--- src/rtl/sfi_pkg.sv ---
package sfi_pkg;

   localparam int IRQ_W = 5;

   // raw / mask bit positions
   localparam int IRQ_TXE = 0;
   localparam int IRQ_TXO = 1;
   localparam int IRQ_RXU = 2;
   localparam int IRQ_RXO = 3;
   localparam int IRQ_RXF = 4;

   // clear word bit positions
   localparam int CLR_ALL = 0;
   localparam int CLR_RXU = 1;
   localparam int CLR_RXO = 2;
   localparam int CLR_TXO = 3;
   localparam int CLR_W   = 4;

   typedef enum logic [1:0] {
      ADDR_TXWM = 2'd0,
      ADDR_RXWM = 2'd1,
      ADDR_MASK = 2'd2,
      ADDR_CLR  = 2'd3
   } sfi_addr_e;

endpackage

--- src/rtl/sfi_fifo.sv ---
module sfi_fifo #(
   parameter int DEPTH = 32,
   parameter int DW    = 8,
   parameter int AW    = $clog2(DEPTH),
   parameter int LW    = $clog2(DEPTH + 1)
) (
   input  logic          clk,
   input  logic          rst_n,
   input  logic          push,
   input  logic [DW-1:0] push_data,
   input  logic          pop,
   output logic [DW-1:0] head_data,
   output logic [LW-1:0] level,
   output logic          full,
   output logic          empty,
   output logic          push_drop,
   output logic          pop_miss
);

   if (DEPTH < 2 || (DEPTH & (DEPTH - 1)) != 0) begin : g_bad_depth
      $error("sfi_fifo: DEPTH must be a power of two of at least 2");
   end
   if (AW != $clog2(DEPTH) || LW != $clog2(DEPTH + 1)) begin : g_bad_width
      $error("sfi_fifo: AW/LW do not match DEPTH");
   end

   logic [DW-1:0] mem [DEPTH];
   logic [AW-1:0] wr_ptr, rd_ptr;
   logic          push_ok, pop_ok;

   assign full      = (level == LW'(DEPTH));
   assign empty     = (level == '0);
   assign push_ok   = push && !full;
   assign pop_ok    = pop && !empty;
   assign push_drop = push && full;
   assign pop_miss  = pop && empty;
   assign head_data = empty ? '0 : mem[rd_ptr];

   always_ff @(posedge clk) begin
      if (push_ok) mem[wr_ptr] <= push_data;
   end

   always_ff @(posedge clk) begin
      if (!rst_n) begin
         wr_ptr <= '0;
         rd_ptr <= '0;
         level  <= '0;
      end else begin
         if (push_ok) wr_ptr <= wr_ptr + 1'b1;
         if (pop_ok)  rd_ptr <= rd_ptr + 1'b1;
         case ({push_ok, pop_ok})
            2'b10:   level <= level + 1'b1;
            2'b01:   level <= level - 1'b1;
            default: level <= level;
         endcase
      end
   end


   level_bound_chk: assert property (@(posedge clk) disable iff (!rst_n)
      level <= LW'(DEPTH));


   level_step_chk: assert property (@(posedge clk) disable iff (!rst_n)
      (push && !full && !(pop && !empty)) |=> (level == $past(level) + 1'b1));

endmodule

--- src/rtl/sfi_irq.sv ---
module sfi_irq
   import sfi_pkg::*;
#(
   parameter int LW  = 6,
   parameter int WMW = 5
) (
   input  logic             clk,
   input  logic             rst_n,
   input  logic [LW-1:0]    tx_level,
   input  logic [LW-1:0]    rx_level,
   input  logic [WMW-1:0]   tx_wm,
   input  logic [WMW-1:0]   rx_wm,
   input  logic             ev_txo,
   input  logic             ev_rxo,
   input  logic             ev_rxu,
   input  logic             clr_wr,
   input  logic [CLR_W-1:0] clr_bits,
   input  logic [IRQ_W-1:0] mask,
   output logic [IRQ_W-1:0] raw,
   output logic [IRQ_W-1:0] masked,
   output logic             irq
);

   if (WMW >= LW) begin : g_bad_wm
      $error("sfi_irq: threshold must be narrower than level");
   end

   localparam int NSTICKY = 3;

   logic [NSTICKY-1:0] ev_vec, clr_hit, sticky;
   logic               txe_hit, rxf_hit;

   // sticky slot 0: tx overflow, 1: rx underflow, 2: rx overflow
   assign ev_vec  = {ev_rxo, ev_rxu, ev_txo};
   assign clr_hit = {clr_bits[CLR_RXO], clr_bits[CLR_RXU], clr_bits[CLR_TXO]}
                    | {NSTICKY{clr_bits[CLR_ALL]}};

   for (genvar i = 0; i < NSTICKY; i++) begin : g_sticky
      always_ff @(posedge clk) begin
         if (!rst_n)         sticky[i] <= 1'b0;
         else if (ev_vec[i]) sticky[i] <= 1'b1;
         else if (clr_wr && clr_hit[i]) sticky[i] <= 1'b0;
      end
   end

   assign txe_hit = (tx_level <= LW'(tx_wm));
   assign rxf_hit = (rx_level >  LW'(rx_wm));

   always_comb begin
      raw          = '0;
      raw[IRQ_TXE] = txe_hit;
      raw[IRQ_TXO] = sticky[0];
      raw[IRQ_RXU] = sticky[1];
      raw[IRQ_RXO] = sticky[2];
      raw[IRQ_RXF] = rxf_hit;
   end

   assign masked = raw & mask;

   always_ff @(posedge clk) begin
      if (!rst_n) irq <= 1'b0;
      else        irq <= |masked;
   end


   irq_rise_chk: assert property (@(posedge clk) disable iff (!rst_n)
      (|masked) |=> irq);


   irq_fall_chk: assert property (@(posedge clk) disable iff (!rst_n)
      !(|masked) |=> !irq);


   set_wins_chk: assert property (@(posedge clk) disable iff (!rst_n)
      (ev_txo && clr_wr && clr_bits[CLR_ALL]) |=> raw[IRQ_TXO]);

endmodule

--- src/rtl/serial_fifo_irq.sv ---
module serial_fifo_irq
   import sfi_pkg::*;
#(
   parameter int DEPTH = 32,
   parameter int DW    = 8,
   parameter int REG_W = 8,
   parameter int WMW   = $clog2(DEPTH),
   parameter int LW    = $clog2(DEPTH + 1)
) (
   input  logic             clk,
   input  logic             rst_n,
   input  logic             host_tx_wr,
   input  logic [DW-1:0]    host_tx_data,
   input  logic             host_rx_rd,
   output logic [DW-1:0]    host_rx_data,
   input  logic             reg_wr,
   input  logic [1:0]       reg_addr,
   input  logic [REG_W-1:0] reg_wdata,
   input  logic             eng_tx_pop,
   output logic [DW-1:0]    eng_tx_data,
   input  logic             eng_rx_push,
   input  logic [DW-1:0]    eng_rx_data,
   input  logic             eng_busy,
   output logic [LW-1:0]    tx_level,
   output logic [LW-1:0]    rx_level,
   output logic [4:0]       status_word,
   output logic [IRQ_W-1:0] raw_status,
   output logic [IRQ_W-1:0] irq_status,
   output logic [IRQ_W-1:0] irq_mask,
   output logic             irq
);

   if (WMW != $clog2(DEPTH) || LW != WMW + 1) begin : g_bad_derived
      $error("serial_fifo_irq: WMW/LW must follow DEPTH");
   end
   if (REG_W < WMW || REG_W < IRQ_W) begin : g_bad_regw
      $error("serial_fifo_irq: REG_W too narrow");
   end

   logic [WMW-1:0] tx_wm, rx_wm;
   logic           tx_full, tx_empty, rx_full, rx_empty;
   logic           tx_drop, rx_drop, rx_miss, tx_miss_unused;
   logic           clr_wr;
   logic           unused_wdata_bits;

   assign unused_wdata_bits = ^reg_wdata;
   assign clr_wr = reg_wr && (reg_addr == ADDR_CLR);

   // register writes
   always_ff @(posedge clk) begin
      if (!rst_n) begin
         tx_wm    <= '0;
         rx_wm    <= '0;
         irq_mask <= '0;
      end else if (reg_wr) begin
         case (reg_addr)
            ADDR_TXWM: tx_wm    <= reg_wdata[WMW-1:0];
            ADDR_RXWM: rx_wm    <= reg_wdata[WMW-1:0];
            ADDR_MASK: irq_mask <= reg_wdata[IRQ_W-1:0];
            default:   ;
         endcase
      end
   end

   sfi_fifo #(.DEPTH(DEPTH), .DW(DW)) u_tx_fifo (
      .clk       (clk),
      .rst_n     (rst_n),
      .push      (host_tx_wr),
      .push_data (host_tx_data),
      .pop       (eng_tx_pop),
      .head_data (eng_tx_data),
      .level     (tx_level),
      .full      (tx_full),
      .empty     (tx_empty),
      .push_drop (tx_drop),
      .pop_miss  (tx_miss_unused)
   );

   sfi_fifo #(.DEPTH(DEPTH), .DW(DW)) u_rx_fifo (
      .clk       (clk),
      .rst_n     (rst_n),
      .push      (eng_rx_push),
      .push_data (eng_rx_data),
      .pop       (host_rx_rd),
      .head_data (host_rx_data),
      .level     (rx_level),
      .full      (rx_full),
      .empty     (rx_empty),
      .push_drop (rx_drop),
      .pop_miss  (rx_miss)
   );

   sfi_irq #(.LW(LW), .WMW(WMW)) u_irq (
      .clk      (clk),
      .rst_n    (rst_n),
      .tx_level (tx_level),
      .rx_level (rx_level),
      .tx_wm    (tx_wm),
      .rx_wm    (rx_wm),
      .ev_txo   (tx_drop),
      .ev_rxo   (rx_drop),
      .ev_rxu   (rx_miss),
      .clr_wr   (clr_wr),
      .clr_bits (reg_wdata[CLR_W-1:0]),
      .mask     (irq_mask),
      .raw      (raw_status),
      .masked   (irq_status),
      .irq      (irq)
   );

   assign status_word = {rx_full, rx_empty, tx_empty, tx_full, eng_busy};


   tx_ovf_set_chk: assert property (@(posedge clk) disable iff (!rst_n)
      (host_tx_wr && tx_level == LW'(DEPTH)) |=> raw_status[IRQ_TXO]);


   rx_ovf_set_chk: assert property (@(posedge clk) disable iff (!rst_n)
      (eng_rx_push && rx_level == LW'(DEPTH)) |=> raw_status[IRQ_RXO]);


   rx_udf_zero_chk: assert property (@(posedge clk) disable iff (!rst_n)
      (host_rx_rd && rx_level == '0) |-> (host_rx_data == '0));


   clr_all_chk: assert property (@(posedge clk) disable iff (!rst_n)
      (clr_wr && reg_wdata[CLR_ALL] && !host_tx_wr && !eng_rx_push && !host_rx_rd)
      |=> (raw_status[3:1] == 3'b000));

endmodule

--- config.mk ---
export PLATFORM = sky130hd
export DESIGN_NAME = serial_fifo_irq
export DESIGN_NICKNAME = d
export VERILOG_FILES = /design/src/rtl/sfi_pkg.sv /design/src/rtl/sfi_fifo.sv /design/src/rtl/sfi_irq.sv /design/src/rtl/serial_fifo_irq.sv
export SDC_FILE = /design/constraint.sdc
export NUM_CORES = 1
export LEC_CHECK = 0
export ABC_AREA = 1
export BUFFER_PORTS_ARGS = -buffer_cell sky130_fd_sc_hd__buf_2
export CORE_MARGIN = 5
export CORE_UTILIZATION = 45
export DETAILED_ROUTE_END_ITERATION = 16
export HOLD_SLACK_MARGIN = 0.06
export PLACE_DENSITY = 0.69
export SYNTH_ARGS = -nofsm -noshare
export SYNTH_HDL_FRONTEND = slang
export SYNTH_SLANG_ARGS = --single-unit
--- constraint.sdc ---
create_clock -name clk -period 3.3 [get_ports clk]
set_input_delay 0.165 -clock clk [delete_from_list [all_inputs] [get_ports clk]]
set_output_delay 0.165 -clock clk [all_outputs]
set_load 0.05 [all_outputs]
==> results of run 1 <==
[worst max-delay path by stage]
| stage | startpoint | end | slack [ns] | cells after the start |
|---|---|---|---|---|
| after global routing | register | eng_tx_data[4] | 0.07 | 9 |
| after floorplan | u_tx_fifo.level[0] | u_tx_fifo.level[4] | 0.64 | 17 |
| final | register | eng_tx_data[3] | 0.23 | 9 |
| after CTS | register | host_rx_data[1] | 0.06 | 9 |
| after detailed placement | u_tx_fifo.level[3] | u_tx_fifo.level[4] | 0.59 | 17 |
| after global placement | u_tx_fifo.level[3] | u_tx_fifo.level[4] | 0.65 | 17 |
[power by group through the flow]
stage / Combinational [mW] / Sequential (mW) / Clock, mW
final: 5.46 / 8.39 / 6.42
after detailed placement: 5.42 / 8.54 / 0
after CTS: 5.47 / 8.39 / 6.50
after global placement: 5.30 / 8.52 / 0
after floorplan: 3.81 / 8.62 / 0
after global routing: 5.98 / 8.42 / 6.83
[timing repair]
| item | 4_1_cts | 5_1_grt |
|---|---|---|
| resized for setup | 0 | 3 |
| setup buffers | 0 | 0 |
| hold buffers | 20 | 0 |
| setup endpoints to repair | 0 | 10 |
| endpoints found under the hold margin | 35 | 0 |
[layout by cell type (no fill, tap or decap), drive strengths merged, types with 8 or more instances in the layout]
| cell | netlist | routed |
|---|---|---|
| dlygate4sd3 | 0 | 20 |
| o21ai | 324 | 324 |
| dfxtp | 61 | 61 |
| nand2 | 85 | 85 |
| o22ai | 36 | 36 |
| edfxtp | 512 | 512 |
| clkbuf | 72 | 70 |
| a21oi | 43 | 43 |
| clkinv | 2 | 22 |
| nor2 | 408 | 408 |
| o211ai | 15 | 15 |
| nor3 | 12 | 12 |
| xnor2 | 8 | 8 |
| ha | 25 | 25 |
| buf | 49 | 111 |
| o221ai | 92 | 92 |
| nand3 | 76 | 76 |
| inv | 81 | 82 |
[state kept, by name, summed over array words and instances, names as in the netlist, 3 cells and up, named ones only]
| signal | count |
|---|---|
| tx_wm | 5 |
| u_rx_fifo.wr_ptr | 5 |
| u_tx_fifo.wr_ptr | 5 |
| rx_wm | 5 |
| u_rx_fifo.rd_ptr | 5 |
| u_rx_fifo.level | 6 |
| u_rx_fifo.mem | 256 |
| u_tx_fifo.mem | 256 |
| u_tx_fifo.rd_ptr | 5 |
| irq_mask | 5 |
| u_tx_fifo.level | 6 |
| u_irq.raw | 3 |
[cell families (layout without fill, tap and decap cells)]
kind of cell,after synthesis,count (layout)
AO/OA/AOI/OAI,521,521
XOR/XNOR,15,15
adder cells (fa/ha/maj),25,25
buffers and inverters,204,317
flip-flops,573,573
AND/OR/NAND/NOR,587,587
[worst register-to-register path: stages, from the launching register on]
cell and delay (ns):
dfxtp_1 0.48, inv_1 0.12, nand3_2 0.12, nor3_2 0.06, inv_2 0.21, nand2_2 0.11
inv_2 0.14, ha_1 0.35, xnor2_1 0.19, inv_1 0.07, ha_1 0.17, inv_1 0.06
nand2_1 0.09, nand2_1 0.08, a21oi_1 0.06, a21oi_1 0.16, xnor2_1 0.14, a21oi_1 0.07
[synth_stat cells, types with 25 or more instances]
cell	n
a21oi_1	43
clkbuf_1	69
dfxtp_1	61
edfxtp_1	512
ha_1	25
inv_1	73
nand2_1	82
nand3_1	72
nor2_1	405
o21ai_0	303
o221ai_1	92
o22ai_1	36
[per-layer routing]
| layer | vias to the layer above | wire length [um] | GRT usage, % |
|---|---|---|---|
| li1 | 7193 | - | - |
| met5 | - | 0 | 0 |
| met3 | 116 | 4120 | 3.35 |
| met1 | 7654 | 22400 | 24.9 |
| met2 | 627 | 27100 | 31.9 |
| met4 | 0 | 1680 | 6.33 |
[area by class of cell]
class                           count  area [um2]  area share (%)
Sequential cell                   573       16600            62.8
Multi-Input combinational cell   1148        5900            22.3
Clock buffer                       70        1510            5.69
Timing Repair Buffer              131         932            3.52
Tap cell                          680         851            3.21
Clock inverter                     33         349            1.32
Inverter                           83         320            1.21
[through the flow]
| stage | util [%] | setup slack [ns] |
|---|---|---|
| after CTS | 51.5 | 0.0569 |
| after global placement | 47.5 | 0.650 |
| after global routing | 51.5 | 0.0718 |
| after floorplan | - | 0.642 |
| after detailed placement | 47.5 | 0.593 |
| final | 51.5 | 0.231 |
==> impl_metrics.csv, run 1 <==
group,metric,value,unit
sta,tightest_slew,0.971,ns
cells_and_area,antenna_cells,0,
setup_path,arrival,2.90,ns
setup_path,r2r_end,"u_tx_fifo.level[4]",
pwr,vdd_drop_max,886,uV
yosys,synth-simple-area-share,10.2,%
yosys,synth_edf_count,512,
cts,insertion_delay,0.61,ns
global_routing,grt_pass1_wl,84500,um
global_routing,grt_max_degree,95,
setup_path,ff2ff_path_depth,17,
yosys,synth.net_count,1984,
yosys,yosysSeqAreaShare,70.9,%
cts,h-tree-depth,2,
pwr,power_density,766,nW/um2
pwr,p_int,13.4,mW
floorplanning,initial_utilization,45.5,%
run_status,outcome,"complete, no violations",
cts,cts_root_buffer,"clkbuf_16",
setup_path,path_cells,"inv_2 -> buf_4 -> o21ai_0 -> o221ai_1 -> o211ai_1 -> nand2_1 -> nor2_1 -> nor2_1 -> buf_2",
sta,timing.final.crit_share,93.0,%
floorplanning,die_h,238,um
yosys,yosysUniqueCellTypes,39,
setup_path,cp-end-kind,"output pin",
hold_path,hold_path.class,"in2reg",
cells_and_area,nets,2053,
sta,tns,0,ns
route,ant_nets,0,
sta,finalSetupViolations,0,
pwr,p_clk_share,31.7,%
cells_and_area,stdcell_count,2718,
sta,min_period,3.07,ns
yosys,synth_area,23400,um2
pwr,p_total,20.3,mW
yosys,yosys-mux-area-fraction,0,%
setup_path,r2r-start,"u_tx_fifo.level[3]",
setup_path,cp_slowest_cell,"dfxtp_4",
route,first_iter_violations,1454,
global_routing,track_usage,18.9,%
yosys,synth_compound_area_share,13.1,%
route,totalWireLength,55200,um
setup_path,start_kind,"register",
setup_path,critPathMostFrequentCell,"nor2_1",
yosys,avgSynthCellArea,12.2,um2
cells_and_area,area_growth_syn_to_layout,13.1,%
route,vias_per_cell,5.74,
setup_path,critPathTopFamily,"buffers and inverters",
setup_path,max_stage_delay,0.49,ns
sta,fin_worst_hold_slack,0.102,ns
placed_design,port_buffers,77,
cts,clkTransAtPathRegs,0.06,ns
setup_path,crit_fanout,40,
setup_path,crit_type,"reg2out",
pwr,p_seq_share,41.4,%
hold_path,whs_path_depth,1,
pwr,leakage,9.06,nW
yosys,synth-seq-cells,573,
cts,clockBufferDepth,3,
hold_path,min_from,"eng_rx_data[3]",
yosys,async_reset_ff_share,0,%
setup_path,rrSetupSlack,0.53,ns
placed_design,placed_cells,2595,
sta,slew_violations,0,
floorplanning,die_w,238,um
route,drc,0,
pwr,combPwrFrac,26.9,%
placed_design,placedInstanceArea,24400,um2
cells_and_area,fillCellCount,4297,
yosys,synth_xor_area_share,0.561,%
yosys,synth_top_family_by_area,"compound AO/OA/AOI/OAI gates",
cts,cts_sinks,573,
yosys,synth.area.top_cells,"edfxtp_1, nor2_1, o21ai_0",
global_routing,antenna_found_initial,0,
yosys,ys_warn_count,0,
cts,cts_tree,"yes",
route,dr.pass1.iters,5,
sta,hold_viol_final,0,
setup_path,worst-path-buf-inv,3,
job,max-cap-violations,0,
yosys,synth_top_area_share,65.7,%
global_routing,grt_overflow_total,0,
floorplanning,rows,83,
yosys,ys.flop_type,"edfxtp_1",
setup_path,cp.required,3.13,ns
route,via_count,15600,
floorplanning,dieArea,56700,um2
sta,max_freq,0.326,GHz
yosys,synth_area_leader_cell,"edfxtp_1",
placed_design,dpl.hpwl,32300,um
sta,rsz0062_at_grt,"no",
sta,skew,0.0239,ns
floorplanning,core-area,51400,um2
sta,relSlewSlack,35.0,%
pwr,p_sw,6.92,mW
cells_and_area,drive_above_1_share,10.8,%
route,avgRoutedWirePerCell,20.3,um
yosys,synth_fa_ha_area_share,1.34,%
floorplanning,pin_count,83,
placed_design,gp_congestion,0.832,
cts,cts_buffers,57,
cells_and_area,postLayoutCellArea,26500,um2
pwr,p_sw_share,34.1,%
hold_path,holdPathEnd,"u_rx_fifo.mem[18][3]",
global_routing,grt_pass1_vias,15100,
yosys,syn-instance-count,1925,
No activity file was read; power rests on OpenSTA's default activity.
==> run 2: changes to the inputs <==
PLACE_DENSITY = 0.71   (was 0.69)
clock period = 2.8 ns   (was 3.3 ns; I/O delays follow)
==> impl_metrics.csv, run 2 (synthesis gave the netlist of run 1 again) <==
group,metric,value,unit
sta,timing.final.crit_share,98.3,%
cts,h-tree-depth,2,
placed_design,port_buffers,77,
floorplanning,die_w,238,um
route,vias_per_cell,5.78,
hold_path,hold_path.class,"in2reg",
route,first_iter_violations,1646,
pwr,leakage,9.67,nW
route,drc,0,
floorplanning,rows,83,
cells_and_area,top_regs,"u_rx_fifo.mem (256), u_tx_fifo.mem (256)",
pwr,combPwrFrac,30.4,%
route,totalWireLength,59600,um
setup_path,cp-end-kind,"output pin",
floorplanning,core-area,51400,um2
pwr,vdd_drop_max,1140,uV
pwr,p_sw_share,34.8,%
cts,clkTransAtPathRegs,0.06,ns
route,ant_nets,0,
global_routing,grt_pass1_wl,88900,um
placed_design,gp_congestion,0.831,
sta,min_period,2.75,ns
floorplanning,die_h,238,um
setup_path,worst-path-buf-inv,3,
cts,cts_tree,"yes",
setup_path,cp_slowest_cell,"dfxtp_4",
global_routing,grt_pass1_vias,15700,
sta,max_freq,0.363,GHz
cts,cts_root_buffer,"clkbuf_16",
pwr,p_clk_share,29.6,%
placed_design,dpl.hpwl,33600,um
sta,relSlewSlack,40.8,%
cells_and_area,final_common_cell,"edfxtp_1",
cells_and_area,postLayoutCoreUtil,53.6,%
cts,cts_sinks,573,
pwr,p_int,16.1,mW
setup_path,crit_fanout,16,
route,via_count,16300,
setup_path,critPathMostFrequentCell,"nand3_1",
floorplanning,dieArea,56700,um2
global_routing,antenna_found_initial,1,
pwr,power_density,894,nW/um2
cells_and_area,nets,2147,
setup_path,path_cells,"clkinvlp_4 -> buf_12 -> o21ai_0 -> o221ai_1 -> nand3_1 -> nand3_1 -> nand2_1 -> a21oi_2 -> buf_4",
sta,hold_viol_final,0,
sta,finalSetupViolations,0,
cells_and_area,antenna_cells,0,
global_routing,grt_max_degree,65,
global_routing,track_usage,19.7,%
pwr,p_sw,8.57,mW
setup_path,crit_type,"reg2out",
floorplanning,pin_count,83,
sta,slew_violations,0,
cells_and_area,fillCellCount,4235,
setup_path,critPathTopFamily,"buffers and inverters",
setup_path,arrival,2.61,ns
cts,insertion_delay,0.62,ns
sta,skew,0.0188,ns
sta,rsz0062_at_grt,"yes",
cts,cts_buffers,57,
cells_and_area,area_growth_syn_to_layout,17.7,%
pwr,p_seq_share,39.9,%
run_status,outcome,"complete, no violations",
job,max-cap-violations,0,
setup_path,max_stage_delay,0.36,ns
route,dr.pass1.iters,6,
setup_path,cp.required,2.66,ns
sta,tightest_slew,0.886,ns
cells_and_area,drive_above_1_share,14.7,%
global_routing,grt_overflow_total,0,
setup_path,rrSetupSlack,0.37,ns
cells_and_area,layout_common_cells,"edfxtp_1, nor2_1, o21ai_0, buf_4, o221ai_1",
floorplanning,initial_utilization,45.5,%
route,avgRoutedWirePerCell,21.2,um
cts,clockBufferDepth,3,
setup_path,start_kind,"register",
sta,fin_worst_hold_slack,0.0768,ns
-- run 2: final cells by class --
cell class | count | area, um2 | area share, %
Timing Repair Buffer | 225 | 1990 | 7.23
Sequential cell | 573 | 16600 | 60.3
Clock buffer | 80 | 1600 | 5.82
Multi-Input combinational cell | 1148 | 5940 | 21.6
Inverter | 83 | 329 | 1.19
Clock inverter | 27 | 211 | 0.768
Tap cell | 680 | 851 | 3.09
-- run 2: per-stage QoR --
step / setup WS, ns / instances / setup TNS (ns) / power, mW / instance area, um2
floorplan: 0.142 / 1925 / 0 / 14.7 / 23400
global route: -0.00808 / 2816 / -0.0141 / 25.7 / 27500
finish: 0.0487 / 2816 / 0 / 24.6 / 27500
global placement: 0.425 / 2657 / 0 / 16.4 / 24900
detailed placement: 0.364 / 2657 / 0 / 16.6 / 24900
CTS: 0.00126 / 2802 / 0 / 24.1 / 27200
-- run 2: what timing repair did --
action                                  4_1_cts  5_1_grt
endpoints found under the setup margin       16       16
cloned                                        2        8
endpoints found under the hold margin       137        0
resized for setup                            11       42
pin swaps                                     0        4
hold buffers                                 31        0
setup buffers                                 5        6
-- run 2: final timing paths --
kind,from,endpoint,depth (start not counted)
setup / recovery,register,host_rx_data[5],9
hold / removal,host_tx_data[0],u_tx_fifo.mem[1][0],1
setup reg to reg,u_tx_fifo.level[0],u_tx_fifo.level[5],15
hold reg to reg,u_tx_fifo.rd_ptr[4],register,1
-- run 2: power by group through the flow --
stage	Combinational, mW	Clock (mW)	Sequential (mW)
2_1_floorplan	4.49	0	10.2
3_3_place_gp	6.35	0	10.0
3_5_place_dp	6.54	0	10.1
4_1_cts	6.86	7.41	9.84
5_1_grt	8.05	7.82	9.87
6_report	7.49	7.29	9.83
-- run 2: routing by layer --
metal	up-vias	share of wire [%]	GRT usage, %
met4	2	3.1	6.83
met3	140	7.9	3.58
met1	8015	39	25.1
met5	-	0.013	0
met2	721	50	34.3
li1	7391	-	-
